$ cat config.mk
export PLATFORM = sky130hd
export DESIGN_NAME = tdma_frame_packer
export DESIGN_NICKNAME = d
export VERILOG_FILES = /design/src/rtl/tdma_pack_pkg.sv /design/src/rtl/tdma_pack_fit.sv /design/src/rtl/tdma_pack_tail.sv /design/src/rtl/tdma_frame_packer.sv
export SDC_FILE = /design/constraint.sdc
export NUM_CORES = 2
export LEC_CHECK = 0
export CORE_ASPECT_RATIO = 0.6
export CORE_MARGIN = 3
export CORE_UTILIZATION = 55
export DETAILED_ROUTE_END_ITERATION = 12
export DONT_BUFFER_PORTS = 1
export PLACE_DENSITY = 0.73
export SLEW_MARGIN = 20
export SYNTH_ARGS = -nofsm -noshare
export SYNTH_HDL_FRONTEND = slang
export SYNTH_SLANG_ARGS = --single-unit
$ cat constraint.sdc
create_clock -name clk -period 6.1 [get_ports clk]
set_input_delay 1.525 -clock clk [delete_from_list [all_inputs] [get_ports clk]]
set_output_delay 1.525 -clock clk [all_outputs]
set_load 0.005 [all_outputs]
$ cat src/rtl/tdma_pack_pkg.sv
package tdma_pack_pkg;
    typedef enum logic [2:0] {
        K_EMPTY = 3'd0,
        K_DOWN  = 3'd1,
        K_UP    = 3'd2,
        K_GAP   = 3'd3,
        K_CONT  = 3'd4,
        K_HDR   = 3'd5
    } slot_kind_e;

    typedef enum logic [2:0] {
        S_IDLE,
        S_FIND,
        S_SEEK,
        S_MEAS,
        S_PLACE,
        S_GAP,
        S_TAIL
    } pack_st_e;
endpackage

$ cat src/rtl/tdma_pack_fit.sv
module tdma_pack_fit #(
    parameter int CW  = 6,
    parameter int PHI = 1
) (
    input  logic [CW-1:0] run_len,
    input  logic [CW-1:0] room,
    output logic [CW-1:0] take
);
    localparam logic [CW-1:0] MIN_PART = CW'(PHI + 1);

    always_comb begin
        if (run_len <= room) begin
            take = run_len;
        end else if (room >= MIN_PART) begin
            take = room;
        end else begin
            take = '0;
        end
    end
endmodule

$ cat src/rtl/tdma_pack_tail.sv
module tdma_pack_tail #(
    parameter int CW       = 6,
    parameter int CONT_LEN = 6,
    parameter int TURN     = 1,
    parameter int HDR_LEN  = 5
) (
    input  logic [CW-1:0] rel,
    output logic [2:0]    kind
);
    import tdma_pack_pkg::*;
    localparam logic [CW-1:0] B_CONT = CW'(CONT_LEN);
    localparam logic [CW-1:0] B_GAP  = CW'(CONT_LEN + TURN);
    localparam logic [CW-1:0] B_HDR  = CW'(CONT_LEN + TURN + HDR_LEN);

    always_comb begin
        if (rel < B_CONT)     kind = K_CONT;
        else if (rel < B_GAP) kind = K_GAP;
        else if (rel < B_HDR) kind = K_HDR;
        else                  kind = K_EMPTY;
    end
endmodule

$ cat src/rtl/tdma_frame_packer.sv
module tdma_frame_packer #(
    parameter int N_SLOTS  = 32,
    parameter int ID_W     = 4,
    parameter int PHI      = 1,
    parameter int TURN     = 1,
    parameter int CONT_LEN = 6,
    parameter int HDR_LEN  = 5,
    localparam int CW      = $clog2(N_SLOTS + 1),
    localparam int IW      = $clog2(N_SLOTS),
    localparam int EIN     = ID_W + 2,
    localparam int EOUT    = ID_W + 3
) (
    input  logic            clk,
    input  logic            rst_n,
    input  logic            wr_en,
    input  logic [IW-1:0]   wr_idx,
    input  logic [EIN-1:0]  wr_data,
    input  logic [IW-1:0]   rd_idx,
    output logic [EOUT-1:0] rd_data,
    input  logic            start,
    output logic            busy,
    output logic            done,
    output logic [CW-1:0]   down_len,
    output logic [CW-1:0]   up_len,
    output logic [CW-1:0]   cont_len,
    output logic [CW-1:0]   def_count,
    input  logic [IW-1:0]   def_idx,
    output logic [ID_W-1:0] def_id,
    output logic [CW-1:0]   def_cells
);
    import tdma_pack_pkg::*;

    localparam int UP_END_I = N_SLOTS - CONT_LEN - TURN - HDR_LEN;
    localparam logic [CW-1:0] N_C      = CW'(N_SLOTS);
    localparam logic [CW-1:0] UP_END   = CW'(UP_END_I);
    localparam logic [CW-1:0] TURN_C   = CW'(TURN);
    localparam logic [CW-1:0] ONE      = CW'(1);

    typedef struct packed {
        pack_st_e        st;
        logic            busy;
        logic            done;
        logic            pass_up;
        logic [ID_W-1:0] run_id;
        logic [CW-1:0]   scan;
        logic [CW-1:0]   first_up;
        logic [CW-1:0]   limit;
        logic [CW-1:0]   cursor;
        logic [CW-1:0]   up_start;
        logic [CW-1:0]   run_len;
        logic [CW-1:0]   place_cnt;
        logic [CW-1:0]   gcnt;
        logic [CW-1:0]   tcnt;
        logic [CW-1:0]   down_len;
        logic [CW-1:0]   up_len;
        logic [CW-1:0]   cont_len;
        logic [CW-1:0]   def_count;
    } ctl_t;

    ctl_t r_q, r_d;
    logic [EIN-1:0]  src_q   [N_SLOTS];
    logic [EIN-1:0]  src_d   [N_SLOTS];
    logic [EOUT-1:0] dst_q   [N_SLOTS];
    logic [EOUT-1:0] dst_d   [N_SLOTS];
    logic [ID_W-1:0] dfid_q  [N_SLOTS];
    logic [ID_W-1:0] dfid_d  [N_SLOTS];
    logic [CW-1:0]   dfcl_q  [N_SLOTS];
    logic [CW-1:0]   dfcl_d  [N_SLOTS];

    logic [EIN-1:0]  cur;
    logic            scan_ok, match_dir;
    logic [CW-1:0]   take, room, lo_end, lim_down;
    logic [2:0]      tail_kind;

    assign scan_ok   = r_q.scan < N_C;
    assign cur       = src_q[r_q.scan[IW-1:0]];
    assign match_dir = scan_ok && cur[EIN-1] && (cur[ID_W] == r_q.pass_up);
    assign room      = r_q.limit - r_q.cursor;
    assign lo_end    = (r_q.first_up < UP_END) ? r_q.first_up : UP_END;
    assign lim_down  = (lo_end >= TURN_C) ? (lo_end - TURN_C) : '0;

    tdma_pack_fit #(.CW(CW), .PHI(PHI)) u_fit (
        .run_len (r_q.run_len),
        .room    (room),
        .take    (take)
    );

    tdma_pack_tail #(.CW(CW), .CONT_LEN(CONT_LEN), .TURN(TURN), .HDR_LEN(HDR_LEN)) u_tail (
        .rel  (r_q.tcnt),
        .kind (tail_kind)
    );

    always_comb begin
        r_d    = r_q;
        src_d  = src_q;
        dst_d  = dst_q;
        dfid_d = dfid_q;
        dfcl_d = dfcl_q;
        unique case (r_q.st)
            S_IDLE: begin
                if (wr_en) src_d[wr_idx] = wr_data;
                if (start) begin
                    r_d.st        = S_FIND;
                    r_d.busy      = 1'b1;
                    r_d.done      = 1'b0;
                    r_d.scan      = '0;
                    r_d.first_up  = N_C;
                    r_d.down_len  = '0;
                    r_d.up_len    = '0;
                    r_d.cont_len  = '0;
                    r_d.def_count = '0;
                end
            end
            S_FIND: begin
                if (scan_ok) begin
                    if (cur[EIN-1] && cur[ID_W] && r_q.first_up == N_C) r_d.first_up = r_q.scan;
                    r_d.scan = r_q.scan + ONE;
                end else begin
                    r_d.limit   = lim_down;
                    r_d.cursor  = '0;
                    r_d.pass_up = 1'b0;
                    r_d.scan    = '0;
                    r_d.st      = S_SEEK;
                end
            end
            S_SEEK: begin
                if (!scan_ok) begin
                    if (!r_q.pass_up) begin
                        r_d.down_len = r_q.cursor;
                        r_d.gcnt     = '0;
                        r_d.st       = S_GAP;
                    end else begin
                        r_d.up_len = r_q.cursor - r_q.up_start;
                        r_d.tcnt   = '0;
                        r_d.st     = S_TAIL;
                    end
                end else if (match_dir) begin
                    r_d.run_id  = cur[ID_W-1:0];
                    r_d.run_len = '0;
                    r_d.st      = S_MEAS;
                end else begin
                    r_d.scan = r_q.scan + ONE;
                end
            end
            S_MEAS: begin
                if (match_dir && cur[ID_W-1:0] == r_q.run_id) begin
                    r_d.run_len = r_q.run_len + ONE;
                    r_d.scan    = r_q.scan + ONE;
                end else begin
                    if (take != r_q.run_len && r_q.def_count < N_C) begin
                        dfid_d[r_q.def_count[IW-1:0]] = r_q.run_id;
                        dfcl_d[r_q.def_count[IW-1:0]] = r_q.run_len - take;
                        r_d.def_count = r_q.def_count + ONE;
                    end
                    r_d.place_cnt = take;
                    r_d.st        = (take != '0) ? S_PLACE : S_SEEK;
                end
            end
            S_PLACE: begin
                dst_d[r_q.cursor[IW-1:0]] = {(r_q.pass_up ? K_UP : K_DOWN), r_q.run_id};
                r_d.cursor    = r_q.cursor + ONE;
                r_d.place_cnt = r_q.place_cnt - ONE;
                if (r_q.place_cnt == ONE) r_d.st = S_SEEK;
            end
            S_GAP: begin
                dst_d[r_q.cursor[IW-1:0]] = {K_GAP, {ID_W{1'b0}}};
                r_d.cursor = r_q.cursor + ONE;
                r_d.gcnt   = r_q.gcnt + ONE;
                if (r_q.gcnt == TURN_C - ONE) begin
                    r_d.pass_up  = 1'b1;
                    r_d.scan     = '0;
                    r_d.limit    = UP_END;
                    r_d.up_start = r_q.cursor + ONE;
                    r_d.st       = S_SEEK;
                end
            end
            S_TAIL: begin
                if (r_q.cursor == N_C) begin
                    r_d.st   = S_IDLE;
                    r_d.busy = 1'b0;
                    r_d.done = 1'b1;
                end else begin
                    dst_d[r_q.cursor[IW-1:0]] = {tail_kind, {ID_W{1'b0}}};
                    if (tail_kind == K_CONT) r_d.cont_len = r_q.cont_len + ONE;
                    r_d.tcnt   = r_q.tcnt + ONE;
                    r_d.cursor = r_q.cursor + ONE;
                end
            end
            default: r_d.st = S_IDLE;
        endcase
    end

    always_ff @(posedge clk) begin
        if (!rst_n) begin
            r_q    <= '0;
            r_q.st <= S_IDLE;
            for (int i = 0; i < N_SLOTS; i++) begin
                src_q[i]  <= '0;
                dst_q[i]  <= '0;
                dfid_q[i] <= '0;
                dfcl_q[i] <= '0;
            end
        end else begin
            r_q    <= r_d;
            src_q  <= src_d;
            dst_q  <= dst_d;
            dfid_q <= dfid_d;
            dfcl_q <= dfcl_d;
        end
    end

    assign rd_data   = dst_q[rd_idx];
    assign busy      = r_q.busy;
    assign done      = r_q.done;
    assign down_len  = r_q.down_len;
    assign up_len    = r_q.up_len;
    assign cont_len  = r_q.cont_len;
    assign def_count = r_q.def_count;
    assign def_id    = dfid_q[def_idx];
    assign def_cells = dfcl_q[def_idx];
endmodule

== Word-level counts from Yosys, hierarchy flattened ==
Cells that the tools add are included.

* Flip-flop bits (word level): 824
* Input port bits: 25
* Output and inout port bits: 43

* Add/sub/neg operators: 12
* Magnitude comparators: 18
* Equality and inequality tests: 32
* Multiplexer cells: 87
* Bitwise gates (word level): 10
* Reductions and logical operators: 44

{| class="wikitable"
|+ Operator list
! kind !! number
|-
| 224-bit one-hot mux with 3 select lines || 1
|-
| 224-bit bitwise mux || 2
|-
| 192-bit bitwise mux || 2
|-
| 224-bit two-way mux || 1
|-
| 6-bit two-way mux || 32
|-
| 160-bit AND || 1
|-
| 160-bit NOT || 1
|-
| 128-bit bitwise mux || 1
|-
| 6-bit one-hot mux with 2 select lines || 8
|-
| 64-bit OR || 1
|-
| 6-bit binary-select mux with 5-bit select || 2
|-
| 6-bit demux with 5-bit select || 2
|-
| 24-bit two-way mux || 2
|-
| 6-bit by 1-bit adder with 6-bit output (second input constant) || 7
|-
| 6-bit greater-or-equal comparator (second input constant) || 6
|-
| 2-bit inequality test (second input constant) || 18
|-
| 5-bit NOT with 6-bit output || 6
|-
| 7-bit binary-select mux with 5-bit select || 1
|-
| 7-bit demux with 5-bit select || 1
|-
| 3-bit two-way mux || 10
|-
| 6-bit one-hot mux with 5 select lines || 1
|-
| 4-bit AND reduction || 7
|-
| 12-bit two-way mux || 2
|-
| 12-bit one-hot mux with 2 select lines || 1
|-
| other kinds (43) || 87
|}

== Depth between registers and ports, before layout ==
* Depth after elaboration: 9
* Depth in mapped cells: 27
* Mapped depth without buffers: 23

== Hierarchy ==
From an unflattened synthesis, not the netlist that was laid out.

* Cell total of the unflattened synthesis: 4,304
* Area, all modules: 39,232.6 µm²

{| class="wikitable"
|+ Modules (own cells, without submodules)
! module !! times used !! cells each !! area each (µm²) !! seq. area each (µm²)
|-
| tdma_frame_packer || 1 || 4,268 || 38,916.1 || 16,495.8
|-
| tdma_pack_fit || 1 || 28 || 251.5 || 0.0
|-
| tdma_pack_tail || 1 || 8 || 65.1 || 0.0
|}

== Least setup slack after synthesis ==
OpenSTA, ideal clock, no wires.

* Path kind: reg-to-reg
* Start point: register r_q[56] (netlist bit)
* End point: register dfcl_q[150] (netlist bit)
* Setup time: 0.091 ns
* Arrival time: 5.858 ns
* Slack: 0.151 ns
* Stages on the path, launching flop included: 27
* Path buffers: 5
* Clock period less this slack: 5.949 ns
* Path through: dfxtp_1 -> clkbuf_1 -> clkinv_1 -> ha_1 -> o21a_1 -> or2_2 -> xnor2_1 -> ha_1 -> a21o_1 -> a21o_1 -> a211oi_1 -> nor2_1 -> nand3_1 -> o21ai_0 -> ha_1 -> clkbuf_1 -> nand2_1 -> nor2_1 -> o21a_1 -> nor3_1 -> o21a_1 -> buf_1 -> o311a_1 -> buf_2 -> buf_2 -> a21oi_1 -> a311oi_1

* Cells in the longest elaborated chain, start to end: 7

{| class="wikitable"
|+ RTL lines
! element !! RTL line !! source
|-
| start, declared || tdma_frame_packer.sv:60 || <nowiki>ctl_t r_q, r_d;</nowiki>
|-
| start signal, assigned || tdma_frame_packer.sv:204 || <nowiki>r_q <= r_d;</nowiki>
|-
| 6-bit subtractor (*) || tdma_frame_packer.sv:78 || <nowiki>assign room = r_q.limit - r_q.cursor;</nowiki>
|-
| 6-bit by 2-bit greater-or-equal comparator with 1-bit output || tdma_pack_fit.sv:14 || <nowiki>end else if (room >= MIN_PART) begin</nowiki>
|-
| 6-bit two-way mux || tdma_pack_fit.sv:14 ||
|-
| 6-bit two-way mux (*) || tdma_pack_fit.sv:12 || <nowiki>if (run_len <= room) begin</nowiki>
|-
| parallel branches: the longest is 3 deep, another holds 6-bit subtractor || - ||
|-
| end signal, assigned || tdma_frame_packer.sv:208 || <nowiki>dfcl_q <= dfcl_d;</nowiki>
|-
| end, declared || tdma_frame_packer.sv:67 || <nowiki>logic [CW-1:0] dfcl_q [N_SLOTS];</nowiki>
|}

Mark *: on every way between the ends.
A chain may end at the register's enable or synchronous reset.

== Final worst setup path ==
* Start point: register r_q[56] (netlist bit)
* End point: register dfid_q[48] (netlist bit)

* Cells in the longest elaborated chain, start to end: 7

{| class="wikitable"
|+ RTL lines
! element !! RTL line !! source
|-
| 6-bit subtractor (*) || tdma_frame_packer.sv:78 ||
|-
| 6-bit by 2-bit greater-or-equal comparator with 1-bit output || tdma_pack_fit.sv:14 ||
|-
| 6-bit two-way mux || tdma_pack_fit.sv:14 ||
|-
| 6-bit two-way mux (*) || tdma_pack_fit.sv:12 ||
|-
| 6-bit inequality test (*) || tdma_frame_packer.sv:150 || <nowiki>if (take != r_q.run_len && r_q.def_count < N_C) begin</nowiki>
|-
| 1-bit logical AND (*) || tdma_frame_packer.sv:150 ||
|-
| 3-bit AND reduction (no source line) (*) || - ||
|-
| end signal, assigned || tdma_frame_packer.sv:207 || <nowiki>dfid_q <= dfid_d;</nowiki>
|-
| end, declared || tdma_frame_packer.sv:65 || <nowiki>logic [ID_W-1:0] dfid_q [N_SLOTS];</nowiki>
|}

Every way passes the cells marked *; elsewhere a longest branch is shown, timed or not.

==> reports/results.ini <==
[yosys]
yosysMostFrequentCell = dfxtp_1
async_flop_share = 0
syn_area_sq_mm = 0.0395
ys_top_cells_by_area = dfxtp_1 42%, mux4_2 11%, mux2i_1 7.6%
netlist_instances = 4446
synth_edf_count = 0
syn_avg_cell_area_sq_um = 8.87
yosys.area.top_type = dfxtp_1
synth_top_flop_cell = dfxtp_1
yosysWarnings = 0
netlist.area_leader.share = 0.418
ys_seq_area_frac = 0.418
synth_cell_types = 77
yosys_register_bits = 824
synth_nets = 4513
synth_commonest_cells = 824 x dfxtp_1, 616 x nor2_1, 541 x a21oi_1

[clock_network]
cts_hold_buf = 0
htreeDepth = 3
clk-insertion-delay-late_ns = 0.65
cts-root-buf = clkbuf_16
numCtsBuffers = 76
cts.path.max_buffers = 3
cts.sinks = 824
cts_tree = yes
cts.clk_slew.worst_paths_ns = 0.07

[sta]
final-hold-violation-count = 0
finalMaxSlewViolations = 0
min_period_over_period = 0.938
tns_ns = 0
skew_ns = 0.0292
finalSetupViolCount = 0
rsz0062_at_grt = false
max_slew_margin = 0.257
tightest_slew_ns = 1.11
fmax_ghz = 0.175
period_minus_slack_ns = 5.72

[cells_and_area]
nets = 4262
design_area_sq_mm = 0.0426
drive_above_1_share = 0.118
area_growth_pct = 8.09
antennaDiodeCount = 0

[setup_path]
worstPathRequired_ns = 6.67
path_max_fanout = 31
critPathLaunch = r_q[56]
critPathKind = flop to flop
slowest_stage = or3_1
worstPathArrival_ns = 6.29
crit_top_cell = ha_1
end_kind = flop
r2r_start = r_q[56]
critical-path-max-stage-delay_ns = 0.58
crit_path_cell_trace = clkinv_1 -> ha_1 -> o21a_1 -> or2_2 -> xnor2_1 -> ha_1 -> a21o_1 -> a21o_1 -> a211oi_1 -> buf_4 -> nor2_1 -> nand2_1 -> o21ai_0 -> ha_1 -> nand2_1 -> or3_1 -> o21a_2 -> o311ai_4 -> buf_6 -> o21ai_0 -> a21oi_1
cp-start-kind = flop

[placed_design]
placedInstanceArea_sq_mm = 0.0399
hpwlAfterDp_um = 71500
gp_congestion = 0.922
io_buffers = 0

[routing]
routed_wl_um = 113000
first_iter_violations = 4539
num_vias = 33200
ant_nets = 0
vias_per_cell = 6.36
wl_per_cell_um = 21.7
drc = 0
drt_first_pass_iters = 8

[global_routing]
grt_overflow = 0
first_global_vias = 30300
grt_usage = 0.296
grt_pass1_wl_um = 177000
grt_max_degree = 152
antenna_found_initial = 3

[die]
core-area_sq_mm = 0.0705
dieArea_sq_mm = 0.0751
rows = 75
floorplan.initialDensity = 0.560
die_h_um = 213
die_w_um = 352
ios = 68

[power_and_ir_drop]
peakVddDrop_v = 0.000221
powerDensity_mw_per_mm2 = 280
leakage_uw = 0.0142

[job]
cap_violations = 0

[outcome]
status = finished, final reports clean

[min_path]
hp-start = src_q[175]
min_path_type = flop to flop

## timing repair
| action | 4_1_cts | 5_1_grt |
|---|---|---|
| endpoints found under the hold margin | 0 | 0 |
| endpoints found under the setup margin | 0 | 136 |
| buffers inserted | 0 | 0 |
| resized for setup | 0 | 8 |
## where the power goes
group          internal [uW]  switching [uW]  total, uW
clock                   3040            2170       5210
sequential              5410             115       5530
combinational            407             797       1200
total                   8860            3090      11900
## metrics by stage
stage	instances	power, uW	util	hold slack [ns]	setup slack, ns
after floorplan	4446	6560	-	0.432	0.151
after global placement	5079	6800	0.566	0.438	0.492
after detailed placement	5079	6820	0.566	0.445	0.253
after CTS	5217	12000	0.604	0.454	0.183
after global routing	5217	12300	0.605	0.468	0.0116
final	5217	11900	0.605	0.452	0.377
## cell usage in the layout (no fill, tap or decap), types with 21 or more instances in the layout
| master | count |
|---|---|
| ha_1 | 40 |
| nand3_1 | 310 |
| o21ai_0 | 201 |
| nor3_1 | 21 |
| nand2_1 | 439 |
| nor2_1 | 612 |
| dfxtp_1 | 822 |
| clkbuf_16 | 79 |
| mux2i_1 | 301 |
| nand2b_1 | 22 |
| inv_1 | 53 |
| a22oi_1 | 25 |
| mux4_2 | 190 |
| nor2b_1 | 27 |
| a211oi_1 | 27 |
| a21oi_1 | 541 |
| buf_4 | 97 |
| a311oi_1 | 52 |
## registers in the layout, indices dropped and copies added (netlist names), 6 cells and up
name,flops
def_count,6
dst_q,224
down_len,6
dfcl_q,192
src_q,192
cont_len,6
dfid_q,128
r_q,62
up_len,6
## metal layers
| metal | global-route usage | part of all wire | vias up |
|---|---|---|---|
| li1 | - | - | 15300 |
| met1 | 0.465 | 0.45 | 15900 |
| met2 | 0.403 | 0.40 | 1761 |
| met3 | 0.0762 | 0.12 | 165 |
| met4 | 0.0673 | 0.018 | 4 |
| met5 | 0 | 0.00019 | - |
## final timing paths
check,endpoint,slack (ns),depth (start not counted)
setup / recovery,dfid_q[48],0.38,21
hold / removal,src_q[175],0.45,2
setup reg to reg,dfid_q[48],0.38,21
hold reg to reg,src_q[175],0.45,2
## critical path, delay by kind of cell, from the launching register on
| family | cells | cell delay, ns |
|---|---|---|
| flip-flops | 1 | 0.34 |
| AND/OR/NAND/NOR | 5 | 1.26 |
| adder cells (fa/ha/maj) | 3 | 1.13 |
| XOR/XNOR | 1 | 0.36 |
| buffers and inverters | 3 | 0.75 |
| AO/OA/AOI/OAI | 9 | 1.79 |
## area by class of cell
class,instances,area [sq um]
Clock buffer,106,2230
Clock inverter,32,487
Fill cell,5866,27800
Inverter,57,221
Multi-Input combinational cell,3130,21100
Sequential cell,824,16500
Tap cell,962,1200
Timing Repair Buffer,106,865
## kinds of logic (layout without fill, tap and decap cells)
| logic type | Yosys count | after routing | synth area share |
|---|---|---|---|
| XOR/XNOR | 34 | 34 | 0.00774 |
| flip-flops | 824 | 824 | 0.418 |
| buffers and inverters | 492 | 301 | 0.0516 |
| AO/OA/AOI/OAI | 1020 | 1020 | 0.152 |
| adder cells (fa/ha/maj) | 42 | 42 | 0.0137 |
| AND/OR/NAND/NOR | 1522 | 1522 | 0.165 |
| multiplexers | 512 | 512 | 0.191 |
No activity file was read; power rests on OpenSTA's default activity.
